--- src/rtl/ssp_pkg.sv ---
// Package: shared offsets, bit positions and the identification bytes for
// the serial port register front end. Assumes a 12-bit byte offset space.
package ssp_pkg;
    localparam logic [11:0] OFF_CTRL0  = 12'h000;
    localparam logic [11:0] OFF_CTRL1  = 12'h004;
    localparam logic [11:0] OFF_DATA   = 12'h008;
    localparam logic [11:0] OFF_STATUS = 12'h00C;
    localparam logic [11:0] OFF_PRESC  = 12'h010;
    localparam logic [11:0] OFF_MASK   = 12'h014;
    localparam logic [11:0] OFF_RAW    = 12'h018;
    localparam logic [11:0] OFF_MASKED = 12'h01C;
    localparam logic [11:0] OFF_DMA    = 12'h020;

    localparam int C1_LOOP  = 0;
    localparam int C1_EN    = 1;
    localparam int C1_SLAVE = 2;

    // Identification byte for word index i of the ID window.
    function automatic logic [7:0] id_byte(input logic [2:0] i);
        case (i)
            3'd0:    return 8'h22;
            3'd1:    return 8'h10;
            3'd2:    return 8'h04;
            3'd3:    return 8'h00;
            3'd4:    return 8'h0D;
            3'd5:    return 8'hF0;
            3'd6:    return 8'h05;
            default: return 8'hB1;
        endcase
    endfunction
endpackage

--- src/rtl/ssp_fifo.sv ---
// Module: ssp_fifo - circular queue with occupancy count.
// Assumes DEPTH is a power of two, and that the caller never pushes when full
// nor pops when empty. Push and pop may happen in the same cycle.
module ssp_fifo #(
    parameter int DEPTH = 8,
    parameter int WIDTH = 16,
    localparam int AW = $clog2(DEPTH),
    localparam int CW = AW + 1
) (
    input  logic             clk,
    input  logic             rst_n,
    input  logic             push,
    input  logic [WIDTH-1:0] wdata,
    input  logic             pop,
    output logic [WIDTH-1:0] rdata,
    output logic [CW-1:0]    count,
    output logic             full,
    output logic             empty
);
    logic [WIDTH-1:0] mem [DEPTH];
    logic [AW-1:0]    wr_ptr, rd_ptr;

    // Storage write; no reset needed for the data array.
    always_ff @(posedge clk) begin
        if (push) mem[wr_ptr] <= wdata;
    end

    // Pointer and occupancy update.
    always_ff @(posedge clk) begin
        if (!rst_n) begin
            wr_ptr <= '0;
            rd_ptr <= '0;
            count  <= '0;
        end else begin
            if (push) wr_ptr <= wr_ptr + 1'b1;
            if (pop)  rd_ptr <= rd_ptr + 1'b1;
            if (push && !pop)      count <= count + 1'b1;
            else if (pop && !push) count <= count - 1'b1;
        end
    end

    assign rdata = mem[rd_ptr];
    assign full  = (count == CW'(DEPTH));
    assign empty = (count == '0);
endmodule

--- src/rtl/ssp_flags.sv ---
// Module: ssp_flags - derives status bits, raw interrupt sources and the
// interrupt line from queue occupancies. Purely combinational; thresholds
// are half the queue depth.
module ssp_flags #(
    parameter int DEPTH = 8,
    localparam int CW = $clog2(DEPTH) + 1
) (
    input  logic [CW-1:0] tx_count,
    input  logic [CW-1:0] rx_count,
    input  logic [3:0]    mask,
    output logic [4:0]    status,
    output logic [3:0]    raw,
    output logic [3:0]    masked,
    output logic          irq
);
    localparam logic [CW-1:0] FULL = CW'(DEPTH);
    localparam logic [CW-1:0] HALF = CW'(DEPTH / 2);

    // Status and interrupt derivation from counts.
    always_comb begin
        status[0] = (tx_count == '0);
        status[1] = (tx_count != FULL);
        status[2] = (rx_count != '0);
        status[3] = (rx_count == FULL);
        status[4] = (tx_count != '0);
        raw       = {(tx_count <= HALF), (rx_count >= HALF), 2'b00};
        masked    = raw & mask;
        irq       = |masked;
    end
endmodule

--- src/rtl/ssp_regfile.sv ---
// Module: ssp_regfile - register front end of a synchronous serial port.
// Decodes single-cycle APB-style accesses, owns the control registers, the
// two queues and the transfer gating toward loopback or an external engine.
// Assumes one engine word in flight at most; a data-register read pops in
// the same access that returns the word.
module ssp_regfile #(
    parameter int ADDR_W     = 12,
    parameter int DATA_W     = 32,
    parameter int FIFO_DEPTH = 8,
    parameter int WORD_W     = 16,
    localparam int FW = $clog2(WORD_W),
    localparam int CW = $clog2(FIFO_DEPTH) + 1
) (
    input  logic              clk,
    input  logic              rst_n,
    input  logic              psel,
    input  logic              penable,
    input  logic              pwrite,
    input  logic [ADDR_W-1:0] paddr,
    input  logic [DATA_W-1:0] pwdata,
    output logic [DATA_W-1:0] prdata,
    output logic              tx_valid,
    output logic [WORD_W-1:0] tx_data,
    input  logic              tx_ready,
    input  logic              rx_valid,
    input  logic [WORD_W-1:0] rx_data,
    output logic              rx_ready,
    output logic              irq,
    output logic              err
);
    import ssp_pkg::*;

    logic [WORD_W-1:0] ctrl0_q;
    logic [3:0]        ctrl1_q;
    logic [7:0]        presc_q;
    logic [3:0]        mask_q;
    logic              err_q, inflight_q;

    logic acc, wr, rd, wr_data, rd_data;
    logic en, loop_sel, lb_move, tx_fire, rx_accept;
    logic tx_push, tx_pop, rx_push, rx_pop;
    logic tx_full, tx_empty, rx_full, rx_empty;
    logic [CW-1:0]     tx_count, rx_count;
    logic [WORD_W-1:0] width_mask, tx_wdata, tx_rdata, rx_wdata, rx_rdata;
    logic [4:0]        status;
    logic [3:0]        raw, masked;

    assign acc     = psel && penable;
    assign wr      = acc && pwrite;
    assign rd      = acc && !pwrite;
    assign wr_data = wr && (paddr == OFF_DATA);
    assign rd_data = rd && (paddr == OFF_DATA);

    assign en       = ctrl1_q[C1_EN];
    assign loop_sel = ctrl1_q[C1_LOOP];

    // Frame-width mask: bits up to and including the configured width field.
    always_comb begin
        for (int i = 0; i < WORD_W; i++)
            width_mask[i] = (i <= int'(ctrl0_q[FW-1:0]));
    end

    assign lb_move   = en && loop_sel && !tx_empty && !rx_full;
    assign tx_valid  = en && !loop_sel && !tx_empty && !inflight_q && !rx_full;
    assign tx_data   = tx_rdata;
    assign tx_fire   = tx_valid && tx_ready;
    assign rx_ready  = inflight_q;
    assign rx_accept = rx_valid && inflight_q;

    assign tx_push  = wr_data && !tx_full;
    assign tx_wdata = pwdata[WORD_W-1:0] & width_mask;
    assign tx_pop   = lb_move || tx_fire;
    assign rx_push  = lb_move || rx_accept;
    assign rx_wdata = (lb_move ? tx_rdata : rx_data) & width_mask;
    assign rx_pop   = rd_data && !rx_empty;

    ssp_fifo #(.DEPTH(FIFO_DEPTH), .WIDTH(WORD_W)) u_txq (
        .clk(clk), .rst_n(rst_n), .push(tx_push), .wdata(tx_wdata),
        .pop(tx_pop), .rdata(tx_rdata), .count(tx_count),
        .full(tx_full), .empty(tx_empty)
    );

    ssp_fifo #(.DEPTH(FIFO_DEPTH), .WIDTH(WORD_W)) u_rxq (
        .clk(clk), .rst_n(rst_n), .push(rx_push), .wdata(rx_wdata),
        .pop(rx_pop), .rdata(rx_rdata), .count(rx_count),
        .full(rx_full), .empty(rx_empty)
    );

    ssp_flags #(.DEPTH(FIFO_DEPTH)) u_flags (
        .tx_count(tx_count), .rx_count(rx_count), .mask(mask_q),
        .status(status), .raw(raw), .masked(masked), .irq(irq)
    );

    // Register writes and the sticky error for unsupported requests.
    always_ff @(posedge clk) begin
        if (!rst_n) begin
            ctrl0_q <= '0;
            ctrl1_q <= '0;
            presc_q <= '0;
            mask_q  <= '0;
            err_q   <= 1'b0;
        end else if (wr) begin
            case (paddr)
                OFF_CTRL0: ctrl0_q <= pwdata[WORD_W-1:0];
                OFF_CTRL1: begin
                    if (pwdata[C1_EN] && pwdata[C1_SLAVE]) err_q <= 1'b1;
                    else ctrl1_q <= pwdata[3:0];
                end
                OFF_PRESC: presc_q <= pwdata[7:0];
                OFF_MASK:  mask_q  <= pwdata[3:0];
                OFF_DMA:   if (pwdata != '0) err_q <= 1'b1;
                default: ;
            endcase
        end
    end

    // Engine word-in-flight tracker.
    always_ff @(posedge clk) begin
        if (!rst_n)         inflight_q <= 1'b0;
        else if (tx_fire)   inflight_q <= 1'b1;
        else if (rx_accept) inflight_q <= 1'b0;
    end

    assign err = err_q;

    // Read data selection for the access phase.
    always_comb begin
        prdata = '0;
        if (rd) begin
            if (paddr[ADDR_W-1:5] == '1 && paddr[1:0] == 2'b00)
                prdata = DATA_W'(id_byte(paddr[4:2]));
            else begin
                case (paddr)
                    OFF_CTRL0:  prdata = DATA_W'(ctrl0_q);
                    OFF_CTRL1:  prdata = DATA_W'(ctrl1_q);
                    OFF_DATA:   prdata = rx_empty ? '0 : DATA_W'(rx_rdata);
                    OFF_STATUS: prdata = DATA_W'(status);
                    OFF_PRESC:  prdata = DATA_W'(presc_q);
                    OFF_MASK:   prdata = DATA_W'(mask_q);
                    OFF_RAW:    prdata = DATA_W'(raw);
                    OFF_MASKED: prdata = DATA_W'(masked);
                    default:    prdata = '0;
                endcase
            end
        end
    end
endmodule

--- config.mk ---
export PLATFORM = sky130hd
export DESIGN_NAME = ssp_regfile
export DESIGN_NICKNAME = d
export VERILOG_FILES = /design/src/rtl/ssp_pkg.sv /design/src/rtl/ssp_fifo.sv /design/src/rtl/ssp_flags.sv /design/src/rtl/ssp_regfile.sv
export SDC_FILE = /design/constraint.sdc
export NUM_CORES = 1
export LEC_CHECK = 0
export BUFFER_PORTS_ARGS = -buffer_cell sky130_fd_sc_hd__buf_2
export CORE_MARGIN = 2
export CORE_UTILIZATION = 60
export DETAILED_ROUTE_END_ITERATION = 10
export GPL_TIMING_DRIVEN = 0
export PLACE_DENSITY = 0.78
export SLEW_MARGIN = 30
export SYNTH_ARGS = -nofsm -noshare
export SYNTH_HDL_FRONTEND = slang
export SYNTH_HIERARCHICAL = 1
export SYNTH_SLANG_ARGS = --single-unit
--- constraint.sdc ---
create_clock -name clk -period 3.68 [get_ports clk]
set_input_delay 0 -clock clk [delete_from_list [all_inputs] [get_ports clk]]
set_output_delay 0 -clock clk [all_outputs]
set_load 0.02 [all_outputs]
======== Word level (Yosys, flattened, before mapping) ========
Memory sizes are Yosys's and may differ from the RTL's. A register that Yosys moved wholly into a read port is not among the register bits.
Index checks and enable logic that the tools add are counted.
storage, ports and cells
  flip-flop bits (word level) ............. 54
  bits in writable memories ............... 256
  memories kept ........................... 2
  input bits .............................. 67
  logic and storage cells ................. 139
operators by class
  mux-type cells .......................... 23
  add/sub/neg operators ................... 8
  $lt $le $gt $ge ......................... 17
  equal/unequal tests ..................... 20
  bitwise logic cells ..................... 4
  reductions and logical operators ........ 53
memory list
  name       depth  width  rd ports  clocked after memory_dff  write ports  line            RTL
  u_rxq.mem  8      16     1         1                         1            ssp_fifo.sv:20  logic [WIDTH-1:0] mem [DEPTH];
  u_txq.mem  8      16     1         1                         1            ssp_fifo.sv:20
operators by type and width
  kind                 count
  $pmux 16 s8          1
  $mux 16              4
  $pmux 8 s7           1
  $eq 12x5->1 const B  4
  $and 16x16->16       2
  $le 4x4->1 const A   8
  $reduce_bool 32->1   1
  $eq 12x4->1 const B  2
  $logic_and 1x1->1    22
  $le 3x4->1 const A   4
  $mux 4               4
  $add 3x1->3 const B  4
  $eq 12x3->1 const B  1
  $eq 12x6->1 const B  1
  $logic_not 12->1     1
  $mux 3               4
  $logic_not 1->1      11
  $eq 3x3->1 const B   3
  $add 4x1->4 const B  2
  $eq 4x4->1 const B   2
  $le 2x4->1 const A   2
  $logic_not 4->1      2
  $mux 1               8
  $reduce_bool 2->1    4
  other kinds (20)     27

======== Longest topological paths before layout ========
Gate-level depths: netlist of run 1.
  depth in word-level cells ............... 10
  mapped depth ............................ 14
  mapped depth without buffers ............ 14

======== By module ========
Netlist of run 1, hierarchy kept.
by module, submodules not included
  module       times used  cells each  area an instance (µm²)  sequential area each (µm²)
  ssp_fifo     2           254         5554.1                  4103.9
  ssp_regfile  1           383         2758.9                  680.7
  ssp_flags    1           18          110.1                   0.0

======== Least setup slack after synthesis of run 1 ========
No wires, ideal clock.
  kind .................................... reg-to-reg
  from .................................... register u_txq.count[0]
  to ...................................... memory u_txq.mem[0][0], enable pin
  path buffers ............................ 0
  cell stages (with the launch flop) ...... 6
  setup slack ............................. 0.510 ns
  data arrival time ....................... 2.760 ns
  setup time .............................. 0.409 ns
  path through ............................ dfxtp_1 > nor4b_1 > or4_1 > nor3_1 > nand2b_1 > nor3_1
on the way
  word-level cells in the longest chain between the ends .. 5
RTL lines
  item                          line               RTL
  from (decl)                   ssp_fifo.sv:16     output logic [CW-1:0] count,
  from (signal assigned)        ssp_fifo.sv:37     if (push && !pop) count <= count + 1'b1;
  from (signal assigned)        ssp_fifo.sv:38     else if (pop && !push) count <= count - 1'b1;
  $eq 4x4->1                    ssp_fifo.sv:43     assign full = (count == CW'(DEPTH));
  via tx_full                   ssp_regfile.sv:42  logic tx_full, tx_empty, rx_full, rx_empty;
  $logic_not 1->1               ssp_regfile.sv:70  assign tx_push = wr_data && !tx_full;
  $logic_and 1x1->1             ssp_regfile.sv:70
  via tx_push                   ssp_regfile.sv:41  logic tx_push, tx_pop, rx_push, rx_pop;
  $mux 1                        ssp_fifo.sv:25     if (push) mem[wr_ptr] <= wdata;
  $mux 1 (not written as such)  ssp_fifo.sv:25
  to (decl)                     ssp_fifo.sv:20
The timed path passes the listed nets, and every way through them passes these cells.

======== Worst setup path after layout of run 1 ========
  from .................................... register u_rxq.count[0]
  to ...................................... register u_rxq.count[3]
on the way
  word-level cells in the longest chain between the ends .. 7
  elaborated cells on any way between the ends .. 16
  those cells by class .................... add/sub: 2; eq/ne: 1; mux: 2; reduce/logical: 11
RTL lines
  item                                line               RTL
  from (decl)                         ssp_fifo.sv:16
  from (signal assigned)              ssp_fifo.sv:37
  from (signal assigned)              ssp_fifo.sv:38
  $eq 4x4->1 (*)                      ssp_fifo.sv:43
  via rx_full                         ssp_regfile.sv:42
  $logic_not 1->1 (*)                 ssp_regfile.sv:63  assign lb_move = en && loop_sel && !tx_empty && !rx_full;
  $logic_and 1x1->1 (*)               ssp_regfile.sv:63
  $logic_or 1x1->1 (*)                ssp_regfile.sv:73  assign rx_push = lb_move || rx_accept;
  via rx_push                         ssp_regfile.sv:41
  $logic_not 1->1                     ssp_fifo.sv:38
  $logic_and 1x1->1                   ssp_fifo.sv:38
  $reduce_bool 2->1 (no source line)  --
The timed path passes the listed nets; every way through them passes the cells marked *. The select of a mux whose other input is x is not followed.
A chain may end at the register's enable or synchronous reset.

==> flow_summary_export.csv, run 1 <==
group,metric,value,unit
outcome,result_of_the_run,"completed",
global_routing,antenna_found_initial,0,
pwr,p_leak,0.005823,uW
cts,cts.clk_slew.worst_paths,0.06,ns
timing,timing.final.crit_period,3.441,ns
cts,cts_tree,"yes",
timing,final_critical_path_setup_slack,0.2389,ns
cts,cts_inserted_buffers,31,
route,drt_pass1_iterations,5,
worst_setup_path,cp_top_family,"simple AND/OR/NAND/NOR gates",
worst_setup_path,crit_chain,"nor4b_2, nor2_1, nand3_1, clkbuf_2, nand2_1, ha_1, inv_1, ha_1, a21oi_1, a211oi_1, a31oi_1, mux2i_1",
worst_setup_path,startpoint,"u_rxq/count[0]$_SDFFE_PN0P_",
finish,nets,1175,
finish,area_delta_synth_final,17.93,%
logic_synthesis,synth-xor-area-share,0.6266,%
route,total_wire_length_after_detailed_routing,34060,um
place,dp.final_hpwl,22830,um
place,place_congestion,0.9386,
worst_setup_path,timing.critical_path.to,"u_rxq/count[3]$_SDFFE_PN0P_",
timing,setup_tns,0,ns
worst_setup_path,critical_path.n_buffers_inverters,2,
worst_setup_path,critical_path.max_fanout,10,
logic_synthesis,post_synth_mux_area_share,17.07,%
logic_synthesis,post_synth_inst_count,909,
cts,max-clock-path-buffers,3,
worst_setup_path,worstPathArrival,3.92,ns
timing,finalCritPeriodShare,93.51,%
global_routing,grt_max_degree,17,
die,core,0.02278,sq mm
timing,max_slew_margin,34.82,%
route,initialDrtViolationCount,1024,
finish,layout.filler_cells,1403,
logic_synthesis,synth-main-ff-cell,"sky130_fd_sc_hd__edfxtp_1",
global_routing,global_route_wire_length_before_repair,50690,um
die,die_w,156.6,um
route,drc,0,
finish,area.sequential,0.008889,sq mm
die,die_area,0.02453,sq mm
finish,multiInputGateArea,0.004825,sq mm
worst_setup_path,crit_cells,12,
die,rows,55,
pwr,ir_worst_vdd,0.4481,mV
cts,htree_num_levels,1,
logic_synthesis,synth.avg_cell_area,15.38,sq um
worst_setup_path,path_common_cell,"sky130_fd_sc_hd__ha_1",
die,die_height,156.6,um
die,initial_core_util,61.36,%
route,number_of_vias_per_cell,6.170,
worst_setup_path,critical_path.reg2reg.endpoint,"u_rxq/count[3]$_SDFFE_PN0P_",
logic_synthesis,combinational_family_with_the_most_area_after_synthesis,"multiplexers",
finish,num_antenna_cells,0,
logic_synthesis,ys_types,58,
logic_synthesis,yosys_register_bits,316,
die,boundaryPins,119,
route,wirelength_per_cell,23.77,um
finish,drive_above_1_share,23.66,%
logic_synthesis,synth_simple_gate_area_share,9.892,%
hold_path,min-delay-path-class,"in2reg",
pwr,pwr_density_cell,445.9,mW/mm^2
worst_setup_path,criticalPathCategory,"reg2reg",
global_routing,groute.usage.overall,28.12,%
timing,max_freq,0.2906,GHz
logic_synthesis,syn-cell-area,0.01398,sq mm
route,via_count,8841,
global_routing,global_route.overflow_total,0,
timing,worstMarginPinSlew,0.9690,ns
global_routing,via_count_of_the_first_global_routing_pass,8556,
worst_setup_path,cp-end-kind,"flop",
worst_setup_path,startpoint_type,"flop",
worst_setup_path,crit_required,4.15,ns
logic_synthesis,seq_area_frac_synth,63.59,%
cts,sinks_on_clock_net,316,
cts,skew_pair_late_insertion_delay,0.55,ns
worst_setup_path,worst_r2r_startpoint,"u_rxq/count[0]$_SDFFE_PN0P_",
timing,rsz0062_at_grt,"false",
cts,clockRootBuffer,"sky130_fd_sc_hd__clkbuf_16",
timing,report.final.hold_viol_count,0,
worst_setup_path,cp_slowest_cell,"sky130_fd_sc_hd__nor4b_2",
job,max_cap_violations,0,
route,antenna_left,0,
worst_setup_path,reg2reg_slack,0.24,ns
timing,final-setup-viol-count,0,
logic_synthesis,postSynth.asyncResetShare,0,%
logic_synthesis,synth_compound_area_share,4.377,%
worst_setup_path,worstRegToRegCells,12,
place,buffer_ports.inserted,101,
timing,slew_viol_final,0,
logic_synthesis,synth_edf_count,256,
place,placement.setup.worst_slack,-0.1861,ns
logic_synthesis,yosys_warnings,6,
timing,fin_worst_skew,0.009421,ns
logic_synthesis,post_synth_fa_ha_maj_area_fraction,1.182,%
worst_setup_path,timing.critical_path.slowest_cell_delay,0.43,ns
[logic make-up after synthesis]
logic type / count (synthesis)
XOR/XNOR: 10
buffers and inverters: 76
other: 2
adder cells (fa/ha/maj): 12
flip-flops: 316
AO/OA/AOI/OAI: 96
multiplexers: 132
AND/OR/NAND/NOR: 265
[cell usage in the layout (no fill, tap or decap), types with 9 or more instances in the layout]
cell and n:
sky130_fd_sc_hd__buf_2 103, sky130_fd_sc_hd__nand3_1 25, sky130_fd_sc_hd__mux2i_1 34, sky130_fd_sc_hd__dfxtp_1 60
sky130_fd_sc_hd__mux4_2 9, sky130_fd_sc_hd__o21ai_1 16, sky130_fd_sc_hd__nand2_1 79, sky130_fd_sc_hd__a22oi_1 9
sky130_fd_sc_hd__clkbuf_1 30, sky130_fd_sc_hd__mux4_1 56, sky130_fd_sc_hd__mux2_2 33, sky130_fd_sc_hd__buf_4 28
sky130_fd_sc_hd__buf_6 13, sky130_fd_sc_hd__nor2b_1 28, sky130_fd_sc_hd__nor2_1 26, sky130_fd_sc_hd__edfxtp_1 256
sky130_fd_sc_hd__a21oi_1 23, sky130_fd_sc_hd__dlygate4sd3_1 25, sky130_fd_sc_hd__ha_1 10, sky130_fd_sc_hd__nor2_4 10
sky130_fd_sc_hd__nand2b_1 12, sky130_fd_sc_hd__nor4_1 12, sky130_fd_sc_hd__o21ai_0 12, sky130_fd_sc_hd__inv_1 10
sky130_fd_sc_hd__nor3_1 15, sky130_fd_sc_hd__and2_1 15, sky130_fd_sc_hd__clkbuf_16 32, sky130_fd_sc_hd__conb_1 20
[what timing repair did]
item / in CTS / in global routing
hold endpoints to repair: 92 / 0
endpoints found under the setup margin: 1 / 2
resized for setup: 1 / 1
hold buffers: 25 / 0
setup buffers: 0 / 0
[routing by layer]
| metal | up-vias | wire length (um) | global-route usage (%) |
|---|---|---|---|
| met2 | 527 | 15740 | 45.35 |
| met3 | 51 | 3412 | 5.040 |
| met4 | 0 | 810 | 7.339 |
| li1 | 3892 | - | - |
| met1 | 4371 | 14100 | 40.30 |
| met5 | - | 0 | 0 |
[sequential cells by signal, summed over array words and instances, names as in the netlist, named ones only]
signal,cells
mask_q,4
u_txq/wr_ptr,3
u_txq/count,4
u_rxq/count,4
presc_q,8
u_rxq/wr_ptr,3
ctrl1_q,4
u_rxq/mem,128
ctrl0_q,16
u_rxq/rd_ptr,3
u_txq/rd_ptr,3
rx_ready,1
err,1
u_txq/mem,128
[power by group]
group | internal [uW] | switching [uW]
logic | 77.4 | 109
clock network | 2070 | 1290
registers | 3810 | 0.0152
[cells in the mapped netlist, types with 3 or more instances]
library cell               instances  share of area, %
sky130_fd_sc_hd__buf_4            20               1.1
sky130_fd_sc_hd__buf_6            11              0.89
sky130_fd_sc_hd__nor2b_1          28               1.3
sky130_fd_sc_hd__a222oi_1          3              0.21
sky130_fd_sc_hd__a21oi_1          23              0.82
sky130_fd_sc_hd__a21boi_0          7              0.38
sky130_fd_sc_hd__xnor2_1           8              0.50
sky130_fd_sc_hd__inv_1            10              0.27
sky130_fd_sc_hd__mux4_1           56                11
sky130_fd_sc_hd__and3_1            8              0.36
sky130_fd_sc_hd__dfxtp_1          60               8.6
sky130_fd_sc_hd__o21ai_0          12              0.43
sky130_fd_sc_hd__or2_2             3              0.13
sky130_fd_sc_hd__nor3_1           21              0.75
sky130_fd_sc_hd__nor4_1           12              0.54
sky130_fd_sc_hd__a21o_1            4              0.21
sky130_fd_sc_hd__a211oi_1          6              0.32
sky130_fd_sc_hd__nor2_1           38               1.0
sky130_fd_sc_hd__edfxtp_1        256                55
sky130_fd_sc_hd__nand2b_1         12              0.54
sky130_fd_sc_hd__buf_1             8              0.21
sky130_fd_sc_hd__nand3_1          25              0.90
sky130_fd_sc_hd__clkbuf_1         23              0.62
sky130_fd_sc_hd__ha_1             10              0.90
sky130_fd_sc_hd__and2_1           15              0.67
sky130_fd_sc_hd__mux4_2            9               1.5
sky130_fd_sc_hd__mux2_2           33               2.7
sky130_fd_sc_hd__nand4_1           5              0.22
sky130_fd_sc_hd__o21ai_1          16              0.57
sky130_fd_sc_hd__a22oi_1           9              0.48
sky130_fd_sc_hd__or3_1             3              0.13
sky130_fd_sc_hd__nand2_1          79               2.1
sky130_fd_sc_hd__nor4b_1           4              0.25
sky130_fd_sc_hd__mux2i_1          34               2.4
[stage by stage]
| stage | std cells | power [uW] | area (sq um) | hold WS, ns | utilization (%) |
|---|---|---|---|---|---|
| floorplan | 927 | 3970 | 14040 | 0.09887 | - |
| global placement | 1341 | 4047 | 14940 | 0.2749 | 65.60 |
| detailed placement | 1351 | 4047 | 15120 | 0.2777 | 66.40 |
| CTS | 1433 | 7366 | 16470 | 0.0004142 | 72.29 |
| global route | 1433 | 7528 | 16480 | 0.01314 | 72.36 |
| finish | 1433 | 7351 | 16480 | 0.01364 | 72.36 |
[cell type report]
type / count / share of cell area (%)
multi-input combinational: 535 / 29.27
clock buffer: 43 / 5.291
timing repair buffer: 136 / 5.086
buffer: 66 / 2.497
inverter: 10 / 0.2277
sequential: 316 / 53.92
clock inverter: 14 / 1.328
tap: 313 / 2.376
[worst min-delay path by stage]
stage	startpoint	endpoint	depth (start not counted)
after floorplan	pwdata[0]	u_txq/mem[0][0]$_DFFE_PP_	0
after global placement	pwdata[8]	ctrl0_q[8]$_SDFFE_PN0P_	3
after detailed placement	pwdata[10]	ctrl0_q[10]$_SDFFE_PN0P_	3
after global routing	rx_data[2]	u_rxq/mem[6][2]$_DFFE_PP_	3
after CTS	rx_data[10]	u_rxq/mem[3][10]$_DFFE_PP_	3
final	rx_data[2]	u_rxq/mem[6][2]$_DFFE_PP_	3
[tightest hold or removal path, stage by stage]
cell and delay [ns]:
sky130_fd_sc_hd__buf_2 0.11, sky130_fd_sc_hd__nand2_1 0.05, sky130_fd_sc_hd__a21oi_1 0.18
(Power assumes the default switching activity.)
==> inputs of run 2 (changes only) <==
--- a/config.mk
+++ b/config.mk
@@ -5,9 +5,11 @@
 export SDC_FILE = /design/constraint.sdc
 export NUM_CORES = 1
 export LEC_CHECK = 0
+export ABC_AREA = 1
 export BUFFER_PORTS_ARGS = -buffer_cell sky130_fd_sc_hd__buf_2
 export CORE_MARGIN = 2
 export CORE_UTILIZATION = 60
+export CTS_CLUSTER_SIZE = 20
 export DETAILED_ROUTE_END_ITERATION = 10
 export GPL_TIMING_DRIVEN = 0
 export PLACE_DENSITY = 0.78
==> run 2 against run 1 <==
The run now ends with design-rule violations left. Synthesized cell count rose by 72%. Core utilization fell by 1.7 points. Global-route usage rose by 1.4 points. Critical path depth rose by 3. Area after synthesis rose by 5.1%. Non-clock buffer count rose by 12. Wire length rose by 11%. Via count rose by 31%. First-iteration DRC count rose by 9.7%. Register-to-register slack improved by 0.08 ns. Critical path type unchanged. Critical endpoint is now u_txq/count[3]$_SDFFE_PN0P_. Largest cell class unchanged.
==> flow_summary_export.csv, run 2 <==
group,metric,value,unit
global_routing,global_route_wire_length_before_repair,58970,um
finish,nets,1828,
logic_synthesis,synth_simple_gate_area_share,22.37,%
timing,final_critical_path_setup_slack,0.3187,ns
cts,max-clock-path-buffers,3,
place,placed_cell_area,0.01582,sq mm
logic_synthesis,post_synth_fa_ha_maj_area_fraction,1.125,%
worst_setup_path,crit_cells,15,
hold_path,min_path_cells,4,
cts,cts_inserted_buffers,34,
route,number_of_vias_per_cell,5.520,
global_routing,antenna_found_initial,0,
timing,holdWs,0.003355,ns
worst_setup_path,criticalPathCategory,"reg2reg",
route,via_count,11560,
logic_synthesis,synth.avg_cell_area,9.402,sq um
worst_setup_path,cp_top_family,"simple AND/OR/NAND/NOR gates",
logic_synthesis,yosys_warnings,6,
logic_synthesis,synth-main-ff-cell,"sky130_fd_sc_hd__edfxtp_1",
route,antenna_left,0,
global_routing,grt_max_degree,17,
route,wirelength_per_cell,18.03,um
pwr,p_total,7238,uW
finish,layout_commonest_cell,"sky130_fd_sc_hd__nor2_1",
timing,max_freq,0.2975,GHz
finish,layout_common_cells,"sky130_fd_sc_hd__nor2_1 (337), sky130_fd_sc_hd__nand2_1 (299), sky130_fd_sc_hd__edfxtp_1 (256)",
logic_synthesis,post_synth_mux_area_share,0,%
outcome,result_of_the_run,"finished, violations left",
worst_setup_path,critical_path.n_buffers_inverters,4,
pwr,pwr_density_cell,423.4,mW/mm^2
place,dp.final_hpwl,26880,um
cts,htree_num_levels,2,
job,max_cap_violations,0,
worst_setup_path,timing.critical_path.slowest_cell_delay,0.37,ns
logic_synthesis,synth_edf_count,256,
timing,setup_tns,0,ns
worst_setup_path,worstRegToRegCells,15,
die,die_area,0.02575,sq mm
logic_synthesis,synthMostInstantiatedCell,"sky130_fd_sc_hd__nor2_1",
route,drt_pass1_iterations,9,
cts,sinks_on_clock_net,316,
logic_synthesis,synth_common_cells,"sky130_fd_sc_hd__nor2_1 (353), sky130_fd_sc_hd__nand2_1 (299), sky130_fd_sc_hd__edfxtp_1 (256), sky130_fd_sc_hd__o21ai_1 (106), sky130_fd_sc_hd__inv_1 (97)",
place,place_congestion,0.9392,
worst_setup_path,startpoint_type,"flop",
logic_synthesis,postSynth.asyncResetShare,0,%
pwr,ir_worst_vdd,0.4757,mV
logic_synthesis,synth_compound_area_share,8.511,%
worst_setup_path,crit_chain,"or2_1, nor3_2, nor3b_2, nand2_1, clkbuf_2, nand2_1, inv_1, ha_1, inv_1, ha_1, or2_2, nand3_1, nand3_1, nand2_1, inv_1",
global_routing,groute.usage.overall,29.50,%
timing,report.final.hold_viol_count,0,
worst_setup_path,cp-end-kind,"flop",
worst_setup_path,crit_required,4.09,ns
finish,post_route_cell_area,0.01710,sq mm
timing,finalCritPeriodShare,91.34,%
timing,final-setup-viol-count,0,
finish,layout.filler_cells,1795,
finish,drive_above_1_share,17.62,%
logic_synthesis,ys_types,38,
cts,cts_tree,"yes",
die,die_w,160.5,um
logic_synthesis,area_leader_netlist,"sky130_fd_sc_hd__edfxtp_1",
timing,worstMarginPinSlew,0.9657,ns
finish,top_regs,"u_rxq/mem: 128 flops, u_txq/mem: 128 flops, ctrl0_q: 16 flops",
route,total_wire_length_after_detailed_routing,37780,um
timing,max_slew_margin,35.55,%
hold_path,min-delay-path-class,"in2reg",
timing,rsz0062_at_grt,"false",
logic_synthesis,combinational_family_with_the_most_area_after_synthesis,"simple AND/OR/NAND/NOR gates",
die,boundaryPins,119,
timing,slew_viol_final,0,
cts,clockRootBuffer,"sky130_fd_sc_hd__clkbuf_16",
global_routing,via_count_of_the_first_global_routing_pass,11540,
timing,fin_worst_skew,0.01131,ns
logic_synthesis,ys_top_cells_by_area,"sky130_fd_sc_hd__edfxtp_1 (52%), sky130_fd_sc_hd__nor2_1 (9.0%), sky130_fd_sc_hd__dfxtp_1 (8.2%)",
global_routing,global_route.overflow_total,0,
die,die_height,160.5,um
worst_setup_path,cp_slowest_cell,"sky130_fd_sc_hd__dfxtp_1",
die,initial_core_util,60.75,%
place,placement.setup.worst_slack,0.07393,ns
place,buffer_ports.inserted,102,
worst_setup_path,worstPathArrival,3.77,ns
logic_synthesis,yosys_register_bits,316,
outcome,violations,"design-rule violations",
finish,area_delta_synth_final,16.40,%
route,initialDrtViolationCount,1123,
cts,skew_pair_late_insertion_delay,0.51,ns
timing,timing.final.crit_period,3.361,ns
worst_setup_path,critical_path.max_fanout,10,
finish,num_antenna_cells,0,
die,core,0.02418,sq mm
logic_synthesis,synth_top_cell_area_share,52.34,%
die,rows,57,
cts,cts.clk_slew.worst_paths,0.07,ns
logic_synthesis,post_synth_inst_count,1562,
pwr,p_leak,0.007106,uW
logic_synthesis,syn-cell-area,0.01469,sq mm
logic_synthesis,seq_area_frac_synth,60.52,%
logic_synthesis,synth-xor-area-share,0.3578,%
route,drc,1,
run 2: path summary, 6_finish.rpt:
check,startpoint,endpoint,slack (ns)
worst max register to register,u_rxq/count[0]$_SDFFE_PN0P_,u_txq/count[3]$_SDFFE_PN0P_,0.32
worst min-delay path,psel,ctrl1_q[3]$_SDFFE_PN0P_,0.003
worst max-delay path,u_rxq/count[0]$_SDFFE_PN0P_,u_txq/count[3]$_SDFFE_PN0P_,0.32
worst min register to register,presc_q[7]$_SDFFE_PN0P_,presc_q[7]$_SDFFE_PN0P_,0.45
run 2: what timing repair did:
item | 4_1_cts | 5_1_grt
endpoints found under the setup margin | 0 | 6
hold buffers | 22 | 0
hold endpoints to repair | 58 | 0
resized for setup | 0 | 3
setup buffers | 0 | 0
run 2: power by group:
part,internal (uW),total (uW),switching [uW]
Combinational,69.8,173,103
Sequential,3810,3810,0.0205
Clock,1920,3250,1340
run 2: kinds of logic (layout without fill, tap and decap cells):
logic type | after synthesis | in the layout
buffers and inverters | 199 | 390
xor gates and xnor gates | 6 | 6
and+or+nand+nor | 783 | 783
AOI/OAI and AO/OA | 244 | 244
DFF | 316 | 316
adders and majority gates | 12 | 12
other | 2 | 20
run 2: stage by stage:
step	utilization, %	std cells
floorplan	-	1580
global placement	64.81	2006
detailed placement	65.41	2015
CTS	70.68	2095
global route	70.71	2095
finish	70.71	2095
run 2: area by class of cell:
class | count | area [sq um] | share of cell area (%)
flip-flops and latches | 316 | 8889 | 51.99
multi-input cells | 1065 | 4873 | 28.51
clock buffers | 43 | 925.9 | 5.416
repair buffers | 133 | 835.8 | 4.889
plain buffers | 81 | 590.6 | 3.455
inverters | 118 | 447.9 | 2.620
well taps | 324 | 405.4 | 2.371
clock inverters | 15 | 127.6 | 0.7465
run 2: per-layer routing:
metal	global-route usage (%)	up-vias	part of all wire (%)
li1	-	5514	-
met1	36.07	5394	37
met2	51.47	538	50
met3	4.132	118	7.8
met4	14.91	0	5.0
met5	0	-	0
run 2: worst reg2reg max path, cell delays in order, from the launching register on:
cell                       delay (ns)
sky130_fd_sc_hd__dfxtp_1         0.37
sky130_fd_sc_hd__or2_1           0.27
sky130_fd_sc_hd__nor3_2          0.27
sky130_fd_sc_hd__nor3b_2         0.10
sky130_fd_sc_hd__nand2_1         0.33
sky130_fd_sc_hd__clkbuf_2        0.37
sky130_fd_sc_hd__nand2_1         0.21
sky130_fd_sc_hd__inv_1           0.14
sky130_fd_sc_hd__ha_1            0.18
sky130_fd_sc_hd__inv_1           0.10
sky130_fd_sc_hd__ha_1            0.31
sky130_fd_sc_hd__or2_2           0.32
sky130_fd_sc_hd__nand3_1         0.10
sky130_fd_sc_hd__nand3_1         0.08
sky130_fd_sc_hd__nand2_1         0.06
sky130_fd_sc_hd__inv_1           0.03
==> inputs of run 3 (changes only) <==
--- a/config.mk
+++ b/config.mk
@@ -5,12 +5,12 @@
 export SDC_FILE = /design/constraint.sdc
 export NUM_CORES = 1
 export LEC_CHECK = 0
-export ABC_AREA = 1
 export BUFFER_PORTS_ARGS = -buffer_cell sky130_fd_sc_hd__buf_2
 export CORE_MARGIN = 2
 export CORE_UTILIZATION = 60
 export CTS_CLUSTER_SIZE = 20
 export DETAILED_ROUTE_END_ITERATION = 10
+export GPL_ROUTABILITY_DRIVEN = 0
 export GPL_TIMING_DRIVEN = 0
 export PLACE_DENSITY = 0.78
 export SLEW_MARGIN = 30
==> run 3 against run 2 <==
The run now ends clean. Sequential power about the same. Sequential share of layout area increased by 2.2 points. Worst hold slack gained 0.018 ns. Core utilization grew 1.3 points. Clock skew is 0.0068 ns higher. Final cell count is 31% lower. Non-clock buffer count down 6. Wire length fell by 9.4%. Total power shrank 3.5%. Combinational power grew 8%. Via count decreased by 23%. Sequential cell count unchanged. Highest routed layer unchanged.
==> flow_summary_export.csv, run 3 (synthesis results as in run 1) <==
group,metric,value,unit
route,antenna_left,0,
cts,cts.clk_slew.worst_paths,0.06,ns
worst_setup_path,cp-end-kind,"flop",
timing,timing.final.crit_period,3.571,ns
cts,sinks_on_clock_net,316,
timing,final-setup-viol-count,0,
die,core,0.02278,sq mm
global_routing,grt_max_degree,17,
timing,report.final.hold_viol_count,0,
worst_setup_path,startpoint_type,"flop",
route,initialDrtViolationCount,908,
finish,layout_commonest_cell,"sky130_fd_sc_hd__edfxtp_1",
worst_setup_path,worstPathArrival,4.05,ns
place,placed_cell_area,0.01516,sq mm
route,total_wire_length_after_detailed_routing,34220,um
die,die_area,0.02453,sq mm
die,boundaryPins,119,
pwr,sw_frac_of_total,19.61,%
timing,slew_viol_final,0,
pwr,pwr-share-seq,54.6,%
finish,area.sequential,0.008889,sq mm
timing,holdWs,0.02158,ns
die,rows,55,
timing,finalCritPeriodShare,97.03,%
finish,drive_above_1_share,23.27,%
finish,layout.filler_cells,1409,
pwr,pwr_density_cell,425.9,mW/mm^2
die,die_height,156.6,um
finish,area_delta_synth_final,17.32,%
finish,multiInputGateArea,0.004803,sq mm
hold_path,min-delay-path-class,"in2reg",
finish,post_route_cell_area,0.01640,sq mm
worst_setup_path,critical_path.max_fanout,10,
pwr,p_leak,0.005787,uW
cts,htree_num_levels,1,
timing,max_slew_margin,36.30,%
timing,rsz0062_at_grt,"false",
timing,fin_worst_skew,0.01811,ns
pwr,power_report.internal_total,5614,uW
worst_setup_path,criticalPathCategory,"reg2reg",
finish,top_regs,"u_rxq/mem: 128 flops, u_txq/mem: 128 flops, ctrl0_q: 16 flops",
timing,worstMarginPinSlew,0.9483,ns
finish,nets,1181,
global_routing,antenna_found_initial,1,
worst_setup_path,crit_required,4.16,ns
route,wirelength_per_cell,23.76,um
route,number_of_vias_per_cell,6.194,
cts,cts_inserted_buffers,31,
cts,clockRootBuffer,"sky130_fd_sc_hd__clkbuf_16",
cts,cts_tree,"yes",
route,via_count,8919,
job,max_cap_violations,0,
pwr,clkPwrFrac,42.8,%
die,initial_core_util,61.36,%
global_routing,global_route.overflow_total,0,
cts,max-clock-path-buffers,3,
cts,post_cts.repair.setup_buffers,0,
route,drc,0,
finish,layout_common_cells,"sky130_fd_sc_hd__edfxtp_1 (256), sky130_fd_sc_hd__buf_2 (103), sky130_fd_sc_hd__nand2_1 (79)",
global_routing,global_route_wire_length_before_repair,50510,um
pwr,power.switching,1370,uW
timing,max_freq,0.2801,GHz
global_routing,via_count_of_the_first_global_routing_pass,8543,
outcome,result_of_the_run,"completed",
route,drt_pass1_iterations,5,
die,die_w,156.6,um
cts,skew_pair_late_insertion_delay,0.56,ns
pwr,power.share.combinational,2.7,%
pwr,ir_worst_vdd,0.4288,mV
global_routing,groute.usage.overall,28.18,%
place,buffer_ports.inserted,101,
place,dp.final_hpwl,22920,um
finish,post-route-util,71.99,%
==> run 3: metal layers <==
metal	GRT usage [%]	up-vias	wire (um)
met5	0	-	0
met4	8.038	0	736
met3	6.536	52	3828
met2	44.16	557	15790
met1	40.21	4390	13870
li1	-	3920	-
==> run 3: power by group through the flow <==
stage / logic [uW] / clock network [uW] / registers (uW)
2_1_floorplan: 83.7 / 0 / 3890
3_3_place_gp: 159 / 0 / 3890
4_1_cts: 181 / 3010 / 3810
5_1_grt: 200 / 3150 / 3810
6_report: 187 / 2990 / 3810
3_5_place_dp: 161 / 0 / 3890
==> run 3: final cells by class <==
cell class	count	area share [%]
Antenna cell	1	0.01526
Buffer	66	2.510
Clock buffer	52	5.517
Clock inverter	5	0.2899
Inverter	10	0.2289
Multi-Input combinational cell	535	29.29
Sequential cell	316	54.20
Tap cell	313	2.388
Timing Repair Buffer	142	5.555
==> run 3: through the flow <==
step	cells	TNS, ns	setup slack, ns	total power (uW)
2_1_floorplan	927	0	0.5103	3970
3_3_place_gp	1341	-66.97	-1.005	4045
3_5_place_dp	1355	-0.1084	-0.1084	4047
4_1_cts	1439	0	0.1056	6997
5_1_grt	1439	0	0.01674	7160
6_report	1440	0	0.1093	6984
==> run 3: worst max-delay path, cell delays in order, from the launching register on <==
cell                       delay [ns]
sky130_fd_sc_hd__dfxtp_1         0.38
sky130_fd_sc_hd__nor4b_1         0.58
sky130_fd_sc_hd__nor2_1          0.15
sky130_fd_sc_hd__nand3_1         0.29
sky130_fd_sc_hd__clkbuf_2        0.36
sky130_fd_sc_hd__nand2_1         0.30
sky130_fd_sc_hd__ha_1            0.30
sky130_fd_sc_hd__inv_1           0.13
sky130_fd_sc_hd__ha_1            0.29
sky130_fd_sc_hd__a21oi_1         0.20
sky130_fd_sc_hd__a211oi_1        0.10
sky130_fd_sc_hd__a31oi_1         0.23
sky130_fd_sc_hd__mux2i_1         0.20
==> run 3: final timing paths <==
path	cells past startpoint	from	slack, ns	to
worst max-delay path	12	u_rxq/count[0]$_SDFFE_PN0P_	0.11	u_rxq/count[3]$_SDFFE_PN0P_
worst max register to register	12	u_rxq/count[0]$_SDFFE_PN0P_	0.11	u_rxq/count[3]$_SDFFE_PN0P_
worst min-delay path	3	rx_data[7]	0.02	u_rxq/mem[5][7]$_DFFE_PP_
worst min register to register	2	ctrl0_q[12]$_SDFFE_PN0P_	0.47	ctrl0_q[12]$_SDFFE_PN0P_
==> run 3: what timing repair did <==
action,4_1_cts,5_1_grt
setup endpoints to repair,1,6
endpoints found under the hold margin,131,0
hold buffers,27,0
resized for setup,1,1
